### config.mk
export PLATFORM = sky130hd
export DESIGN_NAME = dbell_mailbox
export DESIGN_NICKNAME = d
export VERILOG_FILES = /design/src/rtl/dbell_pkg.sv /design/src/rtl/dbell_frame_dec.sv /design/src/rtl/dbell_flag_bank.sv /design/src/rtl/dbell_access.sv /design/src/rtl/dbell_mailbox.sv
export SDC_FILE = /design/constraint.sdc
export NUM_CORES = 1
export LEC_CHECK = 0
export BUFFER_PORTS_ARGS = -buffer_cell sky130_fd_sc_hd__buf_2
export CORE_UTILIZATION = 29
export CTS_BUF_LIST = sky130_fd_sc_hd__clkbuf_2 sky130_fd_sc_hd__clkbuf_4 sky130_fd_sc_hd__clkbuf_8
export CTS_CLUSTER_SIZE = 16
export DETAILED_ROUTE_END_ITERATION = 8
export HOLD_SLACK_MARGIN = 0.15
export MAX_ROUTING_LAYER = met4
export PLACE_DENSITY = 0.51
export RECOVER_POWER = 25
export REMOVE_ABC_BUFFERS = 1
export SETUP_SLACK_MARGIN = 0.1
export SLEW_MARGIN = 20
export SYNTH_ARGS = -nofsm -noshare
export SYNTH_HDL_FRONTEND = slang
export SYNTH_SLANG_ARGS = --single-unit
### constraint.sdc
create_clock -name clk -period 1.7 [get_ports clk]
set_input_delay 0 -clock clk [delete_from_list [all_inputs] [get_ports clk]]
set_output_delay 0 -clock clk [all_outputs]
set_load 0.1 [all_outputs]
### src/rtl/dbell_pkg.sv
package dbell_pkg;
    localparam int unsigned ADDR_W    = 12;
    localparam int unsigned WIN_LG    = 5;       // 0x20-byte channel window
    localparam logic [4:0]  OFS_STAT  = 5'h00;
    localparam logic [4:0]  OFS_CLR   = 5'h08;
    localparam logic [4:0]  OFS_SET   = 5'h0C;
    localparam logic [ADDR_W-1:0] ADR_COUNT = 12'hF80;
    localparam logic [ADDR_W-1:0] ADR_REQ   = 12'hF88;
    localparam logic [ADDR_W-1:0] ADR_RDY   = 12'hF8C;
    localparam logic [ADDR_W-1:0] ADR_INTEN = 12'hF98;
    localparam logic [ADDR_W-1:0] ADR_ID    = 12'hFCC;
    localparam int unsigned COMB_BIT  = 2;

    typedef enum logic [2:0] {
        RK_NONE,
        RK_STAT,
        RK_COUNT,
        RK_REQ,
        RK_RDY,
        RK_INTEN,
        RK_ID
    } rd_kind_e;
endpackage

### src/rtl/dbell_frame_dec.sv
module dbell_frame_dec
    import dbell_pkg::*;
#(
    parameter int unsigned NUM_CH    = 4,
    parameter bit          IS_SENDER = 1'b1,
    parameter int unsigned CW        = (NUM_CH > 1) ? $clog2(NUM_CH) : 1
) (
    input  logic              clk,
    input  logic              rst_n,
    input  logic [ADDR_W-1:0] addr,
    input  logic              we,
    input  logic              re,
    output logic [NUM_CH-1:0] set_hit,
    output logic [NUM_CH-1:0] clr_hit,
    output logic [CW-1:0]     ch_idx,
    output rd_kind_e          rd_kind,
    output logic              cfg_wr
);
    localparam int unsigned WIN_END = NUM_CH << WIN_LG;
    localparam int unsigned HI_W    = ADDR_W - WIN_LG;
    localparam logic [ADDR_W-1:0] CFG_ADR = IS_SENDER ? ADR_REQ : ADR_INTEN;

    logic       in_win;
    logic [4:0] sub;

    assign in_win = ({{(32-ADDR_W){1'b0}}, addr} < 32'(WIN_END));
    assign sub    = addr[WIN_LG-1:0];
    assign ch_idx = addr[CW+WIN_LG-1:WIN_LG];
    assign cfg_wr = we && (addr == CFG_ADR);

    for (genvar g = 0; g < NUM_CH; g++) begin : g_hit
        assign set_hit[g] = we && in_win && (addr[ADDR_W-1:WIN_LG] == HI_W'(g)) && (sub == OFS_SET);
        assign clr_hit[g] = we && in_win && (addr[ADDR_W-1:WIN_LG] == HI_W'(g)) && (sub == OFS_CLR);
    end

    always_comb begin
        rd_kind = RK_NONE;
        if (re) begin
            if (in_win) begin
                if (sub == OFS_STAT) rd_kind = RK_STAT;
            end else begin
                unique case (addr)
                    ADR_COUNT: rd_kind = RK_COUNT;
                    ADR_REQ:   rd_kind = IS_SENDER ? RK_REQ : RK_NONE;
                    ADR_RDY:   rd_kind = IS_SENDER ? RK_RDY : RK_NONE;
                    ADR_INTEN: rd_kind = IS_SENDER ? RK_NONE : RK_INTEN;
                    ADR_ID:    rd_kind = RK_ID;
                    default:   rd_kind = RK_NONE;
                endcase
            end
        end
    end

    // one write reaches at most one channel port
    p_single_target_r4: assert property (@(posedge clk) disable iff (!rst_n)
        $onehot0({set_hit, clr_hit}));
endmodule

### src/rtl/dbell_flag_bank.sv
module dbell_flag_bank #(
    parameter int unsigned NUM_CH = 4,
    parameter int unsigned DW     = 32
) (
    input  logic                       clk,
    input  logic                       rst_n,
    input  logic [NUM_CH-1:0]          s_set_hit,
    input  logic [NUM_CH-1:0]          s_clr_hit,
    input  logic [DW-1:0]              s_wdata,
    input  logic [NUM_CH-1:0]          r_set_hit,
    input  logic [NUM_CH-1:0]          r_clr_hit,
    input  logic [DW-1:0]              r_wdata,
    output logic [NUM_CH-1:0][DW-1:0]  flags_q,
    output logic [NUM_CH-1:0]          ch_irq_q
);
    typedef struct packed {
        logic [NUM_CH-1:0][DW-1:0] flags;
        logic [NUM_CH-1:0]         ch_irq;
    } bank_t;

    bank_t st_d, st_q;

    always_comb begin
        st_d = st_q;
        for (int i = 0; i < NUM_CH; i++) begin
            logic [DW-1:0] setm, clrm;
            setm = (s_set_hit[i] ? s_wdata : '0) | (r_set_hit[i] ? r_wdata : '0);
            clrm = (s_clr_hit[i] ? s_wdata : '0) | (r_clr_hit[i] ? r_wdata : '0);
            // set is applied after clear so it wins on a shared bit
            st_d.flags[i]  = (st_q.flags[i] & ~clrm) | setm;
            st_d.ch_irq[i] = |st_q.flags[i];
        end
    end

    always_ff @(posedge clk or negedge rst_n) begin
        if (!rst_n) st_q <= '0;
        else        st_q <= st_d;
    end

    assign flags_q  = st_q.flags;
    assign ch_irq_q = st_q.ch_irq;

    for (genvar g = 0; g < NUM_CH; g++) begin : g_chk
        // set bits are present next cycle, even against a clear
        p_set_lands_r1: assert property (@(posedge clk) disable iff (!rst_n)
            s_set_hit[g] |=> ((flags_q[g] & $past(s_wdata)) == $past(s_wdata)));
        // cleared bits are gone when no set touched the channel
        p_clr_lands_r2: assert property (@(posedge clk) disable iff (!rst_n)
            (r_clr_hit[g] && !s_set_hit[g] && !r_set_hit[g]) |=> ((flags_q[g] & $past(r_wdata)) == '0));
        // channel interrupt only after a nonzero status
        p_chirq_src_r7: assert property (@(posedge clk) disable iff (!rst_n)
            ch_irq_q[g] |-> $past(flags_q[g] != '0));
    end
endmodule

### src/rtl/dbell_access.sv
module dbell_access (
    input  logic clk,
    input  logic rst_n,
    input  logic req_wr,
    input  logic req_bit,
    output logic req_q,
    output logic rdy_q
);
    typedef struct packed {
        logic req;
        logic rdy;
    } acc_t;

    acc_t st_d, st_q;

    always_comb begin
        st_d     = st_q;
        if (req_wr) st_d.req = req_bit;
        // ready trails the request by one cycle, drops with the release
        st_d.rdy = st_q.req && st_d.req;
    end

    always_ff @(posedge clk or negedge rst_n) begin
        if (!rst_n) st_q <= '0;
        else        st_q <= st_d;
    end

    assign req_q = st_q.req;
    assign rdy_q = st_q.rdy;

    // ready rises only after a request held for a cycle
    p_rdy_after_req_r6: assert property (@(posedge clk) disable iff (!rst_n)
        $rose(rdy_q) |-> ($past(req_q) && req_q));
    // no ready without a request
    p_rdy_drop_r6: assert property (@(posedge clk) disable iff (!rst_n)
        !req_q |-> !rdy_q);
endmodule

### src/rtl/dbell_mailbox.sv
module dbell_mailbox
    import dbell_pkg::*;
#(
    parameter int unsigned NUM_CH    = 4,
    parameter int unsigned DW        = 32,
    parameter int unsigned MINOR_REV = 1,
    parameter int unsigned MAJOR_REV = 1
) (
    input  logic              clk,
    input  logic              rst_n,
    input  logic [11:0]       snd_addr,
    input  logic [DW-1:0]     snd_wdata,
    input  logic              snd_we,
    input  logic              snd_re,
    output logic [DW-1:0]     snd_rdata,
    input  logic [11:0]       rcv_addr,
    input  logic [DW-1:0]     rcv_wdata,
    input  logic              rcv_we,
    input  logic              rcv_re,
    output logic [DW-1:0]     rcv_rdata,
    output logic [NUM_CH-1:0] rcv_ch_irq,
    output logic              rcv_irq
);
    localparam int unsigned CW = (NUM_CH > 1) ? $clog2(NUM_CH) : 1;
    localparam logic [DW-1:0] ID_WORD  = DW'({4'(MAJOR_REV), 4'(MINOR_REV)});
    localparam logic [DW-1:0] CNT_WORD = DW'(NUM_CH);
    localparam bit GATED = (MINOR_REV == 1);

    if (NUM_CH == 0 || (NUM_CH % 2) != 0) begin : g_bad_count
        $error("dbell_mailbox: NUM_CH must be nonzero and even");
    end

    logic [NUM_CH-1:0] s_set, s_clr, r_set, r_clr;
    logic [CW-1:0]     s_idx, r_idx;
    rd_kind_e          s_kind, r_kind;
    logic              s_cfg_wr, r_cfg_wr;
    logic [NUM_CH-1:0][DW-1:0] flags;
    logic              req, rdy;

    dbell_frame_dec #(.NUM_CH(NUM_CH), .IS_SENDER(1'b1), .CW(CW)) i_snd_dec (
        .clk(clk), .rst_n(rst_n), .addr(snd_addr), .we(snd_we), .re(snd_re),
        .set_hit(s_set), .clr_hit(s_clr), .ch_idx(s_idx), .rd_kind(s_kind), .cfg_wr(s_cfg_wr)
    );

    dbell_frame_dec #(.NUM_CH(NUM_CH), .IS_SENDER(1'b0), .CW(CW)) i_rcv_dec (
        .clk(clk), .rst_n(rst_n), .addr(rcv_addr), .we(rcv_we), .re(rcv_re),
        .set_hit(r_set), .clr_hit(r_clr), .ch_idx(r_idx), .rd_kind(r_kind), .cfg_wr(r_cfg_wr)
    );

    dbell_flag_bank #(.NUM_CH(NUM_CH), .DW(DW)) i_bank (
        .clk(clk), .rst_n(rst_n),
        .s_set_hit(s_set), .s_clr_hit(s_clr), .s_wdata(snd_wdata),
        .r_set_hit(r_set), .r_clr_hit(r_clr), .r_wdata(rcv_wdata),
        .flags_q(flags), .ch_irq_q(rcv_ch_irq)
    );

    dbell_access i_access (
        .clk(clk), .rst_n(rst_n), .req_wr(s_cfg_wr), .req_bit(snd_wdata[0]),
        .req_q(req), .rdy_q(rdy)
    );

    typedef struct packed {
        logic [DW-1:0] s_rd;
        logic [DW-1:0] r_rd;
        logic          comb_en;
        logic          irq;
    } top_t;

    top_t st_d, st_q;

    function automatic logic [DW-1:0] rd_mux(input rd_kind_e k, input logic [CW-1:0] idx,
                                             input logic en_bit);
        logic [DW-1:0] v;
        v = '0;
        unique case (k)
            RK_STAT:  v = flags[idx];
            RK_COUNT: v = CNT_WORD;
            RK_REQ:   v = DW'(req);
            RK_RDY:   v = DW'(rdy);
            RK_INTEN: v = DW'(en_bit) << COMB_BIT;
            RK_ID:    v = ID_WORD;
            default:  v = '0;
        endcase
        return v;
    endfunction

    always_comb begin
        st_d      = st_q;
        st_d.s_rd = rd_mux(s_kind, s_idx, st_q.comb_en);
        st_d.r_rd = rd_mux(r_kind, r_idx, st_q.comb_en);
        if (r_cfg_wr) st_d.comb_en = rcv_wdata[COMB_BIT];
        st_d.irq  = (|flags) && (GATED ? st_q.comb_en : 1'b1);
    end

    always_ff @(posedge clk or negedge rst_n) begin
        if (!rst_n) st_q <= '0;
        else        st_q <= st_d;
    end

    assign snd_rdata = st_q.s_rd;
    assign rcv_rdata = st_q.r_rd;
    assign rcv_irq   = st_q.irq;

    // the combined interrupt needs a pending flag one cycle earlier
    p_irq_src_r8: assert property (@(posedge clk) disable iff (!rst_n)
        rcv_irq |-> $past(|flags));
    // read data idles at zero
    p_snd_rd_idle_r11: assert property (@(posedge clk) disable iff (!rst_n)
        !$past(snd_re) |-> (snd_rdata == '0));
    p_rcv_rd_idle_r11: assert property (@(posedge clk) disable iff (!rst_n)
        !$past(rcv_re) |-> (rcv_rdata == '0));
endmodule

Word level (Yosys, flattened, before mapping)
Cells that the tools add are included.
{"block": "op_classes", "n_reduce_logical": 39, "eq_ne": 29, "n_mux": 31, "bitwise": 20, "n_lt_le_gt_ge": 4}
{"cell": "$mux W32", "count": 18}
{"cell": "$or A32 B32 Y32", "count": 12}
{"cell": "$pmux W32 S6", "count": 2}
{"cell": "$and A32 B32 Y32", "count": 4}
{"cell": "$bmux W32 S2", "count": 2}
{"cell": "$not A32 Y32", "count": 4}
{"cell": "$reduce_or A128 Y1", "count": 1}
{"cell": "$reduce_or A32 Y1", "count": 4}
{"cell": "$eq A12 B12 Y1 const B", "count": 7}
{"cell": "$logic_and A1 B1 Y1", "count": 30}
{"cell": "$eq A7 B2 Y1 const B", "count": 4}
{"cell": "$lt A12 B8 Y1 const B", "count": 2}
{"cell": "$eq A5 B4 Y1 const B", "count": 4}
{"cell": "$eq A3 B3 Y1 const B", "count": 6}
{"cell": "$eq A7 B1 Y1 const B", "count": 2}
{"cell": "$logic_not A7 Y1", "count": 2}
{"cell": "$eq A3 B2 Y1 const B", "count": 4}
{"cell": "$mux W3", "count": 4}
{"cell": "$pmux W3 S4", "count": 1}
{"cell": "$logic_not A5 Y1", "count": 2}
{"cell": "$pmux W3 S3", "count": 1}
{"cell": "$eq A3 B1 Y1 const B", "count": 2}
{"cell": "$lt A2 B3 Y1 const B", "count": 2}
{"cell": "$mux W1", "count": 3}
{"block": "totals", "reg_bits": 200, "inputBits": 94, "out_inout_bits": 69}

Longest topological paths before layout
{"block": "logic_depth", "word_depth": 9, "ltp_mapped": 7, "mapped_depth_nobuf": 4}

Hierarchy
A second synthesis with hierarchy kept.
{"block": "unflattened", "hier_cells": 1098, "hier_area_um2": 11959.0}
{"module": "dbell_flag_bank", "n_inst": 1, "seq_area_each_um2": 3303.2, "cells_each": 672, "area_per_inst_um2": 6945.4}
{"module": "dbell_mailbox", "n_inst": 1, "seq_area_each_um2": 1651.6, "cells_each": 346, "area_per_inst_um2": 4489.3}
{"module": "dbell_frame_dec at i_rcv_dec", "n_inst": 1, "seq_area_each_um2": 0.0, "cells_each": 40, "area_per_inst_um2": 244.0}
{"module": "dbell_frame_dec at i_snd_dec", "n_inst": 1, "seq_area_each_um2": 0.0, "cells_each": 35, "area_per_inst_um2": 203.9}
{"module": "dbell_access", "n_inst": 1, "seq_area_each_um2": 50.0, "cells_each": 5, "area_per_inst_um2": 76.3}

Worst setup path before layout
Ideal clock, no wire load.
{"block": "synth_path", "kind": "input -> register", "start": "input port snd_addr[11]", "end": "register i_bank.st_q (netlist bit i_bank.flags_q[100])", "arrival_time_ns": 1.711, "setup_time_ns": 0.066, "cell_stages": 6, "setup_slack_ns": -0.077, "n_path_buf": 2, "path_cell_list": "or4_1 > buf_2 > or4_4 > nor2_4 > buf_6 > a221o_1"}
{"element": "start: declaration", "line": "dbell_mailbox.sv:11", "source": "input logic [11:0] snd_addr,"}
{"element": "end signal: assignment", "line": "dbell_flag_bank.sv:37", "source": "else st_q <= st_d;"}
{"element": "end: declaration", "line": "dbell_flag_bank.sv:21", "source": "bank_t st_d, st_q;"}

==> flow_metrics.py <==
metrics = {
    "job": {
        "cap_violations": 0,
    },
    "global_routing": {
        "grt_start_max_net_pins": 66,
        "grt_pass1_wl_um": 67700,
        "grtUsageTotal_pct": 22.3,
        "antenna_found_initial": 3,
        "grt_pass1_vias": 10900,
        "grt_overflow": 0,
    },
    "status": {
        "violations": "negative setup slack",
        "status": "finished with violations",
    },
    "worst_setup_path": {
        "reg2regPathDepth": 5,
        "r2r_end": "rcv_irq",
        "critPathCaptureType": "flip-flop",
        "start_kind": "flip-flop",
        "required_ns": 2.04,
        "rrSetupSlack_ns": -0.27,
        "path_class": "reg -> reg",
        "cp_cell_sequence": "nor4_4, buf_4, nand4_1, or2_4, o41a_1",
        "crit_arrival_ns": 2.31,
        "critPathSlowestCell": "o41a_1",
        "regToRegStartpoint": "i_bank.flags_q[86]",
        "crit_fanout": 2,
        "max_stage_delay_ns": 0.47,
    },
    "logic_synthesis": {
        "syn-mean-instance-area_um2": 11.4,
        "synth.top_cell.area_share_pct": 42.2,
        "yosysTopAreaCell": "dfrtp_1",
        "synth-async-reset-ratio_pct": 100,
        "netlist_top_cells_area": "dfrtp_1, mux4_2, a221o_1",
        "netlist_area_um2": 11900,
        "synth-edff-count": 0,
        "synth_flop_cell": "dfrtp_1",
        "ys_seq_elements": 200,
        "synth.distinct_cells": 48,
        "syn_inst": 1043,
        "ys_warn_count": 0,
        "seq_area_frac_synth_pct": 42.2,
    },
    "floorplan": {
        "num_rows": 73,
        "die_area_um2": 41700,
        "die_x_um": 204,
        "pin_count": 163,
        "coreArea_um2": 40000,
        "floorplan.initialDensity_pct": 29.6,
        "die_y_um": 204,
    },
    "clock_tree": {
        "htreeDepth": 4,
        "cts_buffers": 17,
        "insertion_delay_ns": 0.50,
        "cts_buffer_depth": 2,
        "cts_tree": "done",
        "clock_sinks": 200,
        "cts_root_buffer": "clkbuf_8",
        "clkTransAtPathRegs_ns": 0.11,
    },
    "sta": {
        "relSlewSlack_pct": 49.7,
        "final_max_slew_viol_count": 0,
        "fmax_ghz": 0.508,
        "setup_viol": 28,
        "skew_ns": 0.0239,
        "layout_setup_ws_ns": -0.268,
        "fin_crit_sh_pct": 116,
        "worst_pin_slew_ns": 0.754,
        "hold_violations": 0,
        "rsz0062_at_grt": "true",
        "post-route-min-period_ns": 1.97,
    },
    "worst_hold_path": {
        "hold_start": "snd_re",
        "hold_class": "in -> reg",
        "holdPathEnd": "snd_rdata[2]",
        "whs_path_depth": 4,
    },
    "finish": {
        "nets": 1450,
        "drive_above_1_share_pct": 38.5,
        "mostFrequentLayoutCells": "dfrtp_1, buf_4, buf_2, inv_1",
        "design_area_um2": 15700,
        "layout_commonest_cell": "dfrtp_1",
        "syn_to_final_growth_pct": 32.7,
        "final_cells": 1896,
        "final_core_util_pct": 39.3,
    },
    "routing": {
        "wirelength_um": 46100,
        "drcViolationCount": 0,
        "ant_nets": 0,
        "drt-initial-drc-count": 1108,
        "post_drt_wl_per_cell_um": 24.3,
        "vias": 10800,
        "first_pass_iters": 6,
        "viasPerCell": 5.71,
    },
    "placement": {
        "placed_cell_area_um2": 14300,
        "dpl.hpwl_um": 29000,
        "place_inst": 1769,
        "io_buffer_count": 162,
        "gp_congestion": 0.832,
    },
    "pwr": {
        "switchingPower_mw": 2.57,
        "seqPwrFrac_pct": 52.9,
        "p_int_mw": 6.52,
        "combPwrFrac_pct": 11.8,
        "switching_share_pct": 28.2,
        "power_density_nw_per_um2": 578,
        "ir_drop_mv": 0.391,
        "p_clk_share_pct": 35.3,
        "cellLeakagePower_nw": 7.26,
    },
}
## stage by stage
| step | setup WS, ns | total power [mW] | hold slack [ns] | setup TNS (ns) |
|---|---|---|---|---|
| finish | -0.268 | 9.08 | 0.0911 | -1.81 |
| global route | -0.298 | 9.40 | 0.150 | -5.42 |
| CTS | -0.211 | 9.16 | 0.123 | -0.211 |
| detailed placement | -0.417 | 5.79 | -0.0692 | -41.03 |
| global placement | -0.412 | 5.78 | -0.0718 | -37.76 |
| floorplan | -1.13 | 5.14 | -0.296 | -140.55 |
## sequential cells by signal, indices dropped and copies added, names as in the netlist
signal           count
i_access.rdy_q       1
st_q                 1
rcv_rdata           32
i_bank.ch_irq_q      4
rcv_irq              1
i_access.req_q       1
i_bank.flags_q     128
snd_rdata           32
## how the worst max path moves through the flow
| stage | startpoint | to | slack, ns |
|---|---|---|---|
| after global placement | i_bank.flags_q[11] | rcv_irq | -0.41 |
| final | i_bank.flags_q[86] | rcv_irq | -0.27 |
| after detailed placement | i_bank.flags_q[86] | rcv_irq | -0.42 |
| after global routing | i_bank.flags_q[90] | rcv_irq | -0.30 |
| after CTS | i_bank.flags_q[117] | rcv_irq | -0.21 |
| after floorplan | snd_addr[11] | i_bank.flags_q[32] | -1.13 |
## synth_stat cells (8+ instances only)
library cell,n
a221oi_1,128
buf_4,67
clkbuf_1,38
nor2b_1,29
nor4_1,33
mux4_2,64
dfrtp_1,200
and3_1,31
a221o_1,128
inv_1,130
nor4_2,8
buf_1,9
and2_1,34
nand4_1,10
buf_6,9
or2_2,11
nor2_1,9
buf_2,52
## routing by layer
metal / GRT usage [%] / vias up / wire length, um
met5: - / - / 0
met4: 7.41 / 0 / 1340
met3: 3.94 / 112 / 3490
met2: 34.6 / 569 / 21500
met1: 29.4 / 5473 / 19700
li1: - / 4666 / -
## final cells by class
class                   instances  area, um^2
flip-flops and latches        200        5000
fillers                      3952       24300
multi-input cells             538        5560
inverters                     130         488
well taps                     525         657
clock inverters                12         128
clock buffers                  19         262
diodes                          3        7.51
repair buffers                469        3620
## power by group through the flow
stage	clock network (mW)	logic [mW]	registers (mW)
after floorplan	0	0.232	4.90
after global placement	0	0.890	4.89
after detailed placement	0	0.901	4.89
after CTS	3.28	1.08	4.80
after global routing	3.44	1.15	4.81
final	3.21	1.07	4.81
## worst max-delay path: cells and delay by family, from the launching register on
kind / cells / cell delay [ns]
AOI/OAI and AO/OA: 1 / 0.47
DFF: 1 / 0.43
buffers and inverters: 1 / 0.15
and+or+nand+nor: 3 / 0.76
## cells by family (layout without fill, tap and decap cells)
group | after synthesis | after routing | share of synthesized area, %
AOI/OAI and AO/OA | 270 | 270 | 21.2
buffers and inverters | 305 | 630 | 12.9
DFF | 200 | 200 | 42.2
muxes | 67 | 67 | 12.4
other | 0 | 3 | 0
and+or+nand+nor | 201 | 201 | 11.2
## repair_timing
action                                  4_1_cts  5_1_grt
endpoints found under the setup margin        5       35
buffers inserted                              2        1
pin swaps                                     9        6
hold buffers                                 88        1
hold endpoints to repair                    348        1
resized for setup                            20        9
cloned                                        0        2
Note: power is estimated with default switching activity, not from simulation.
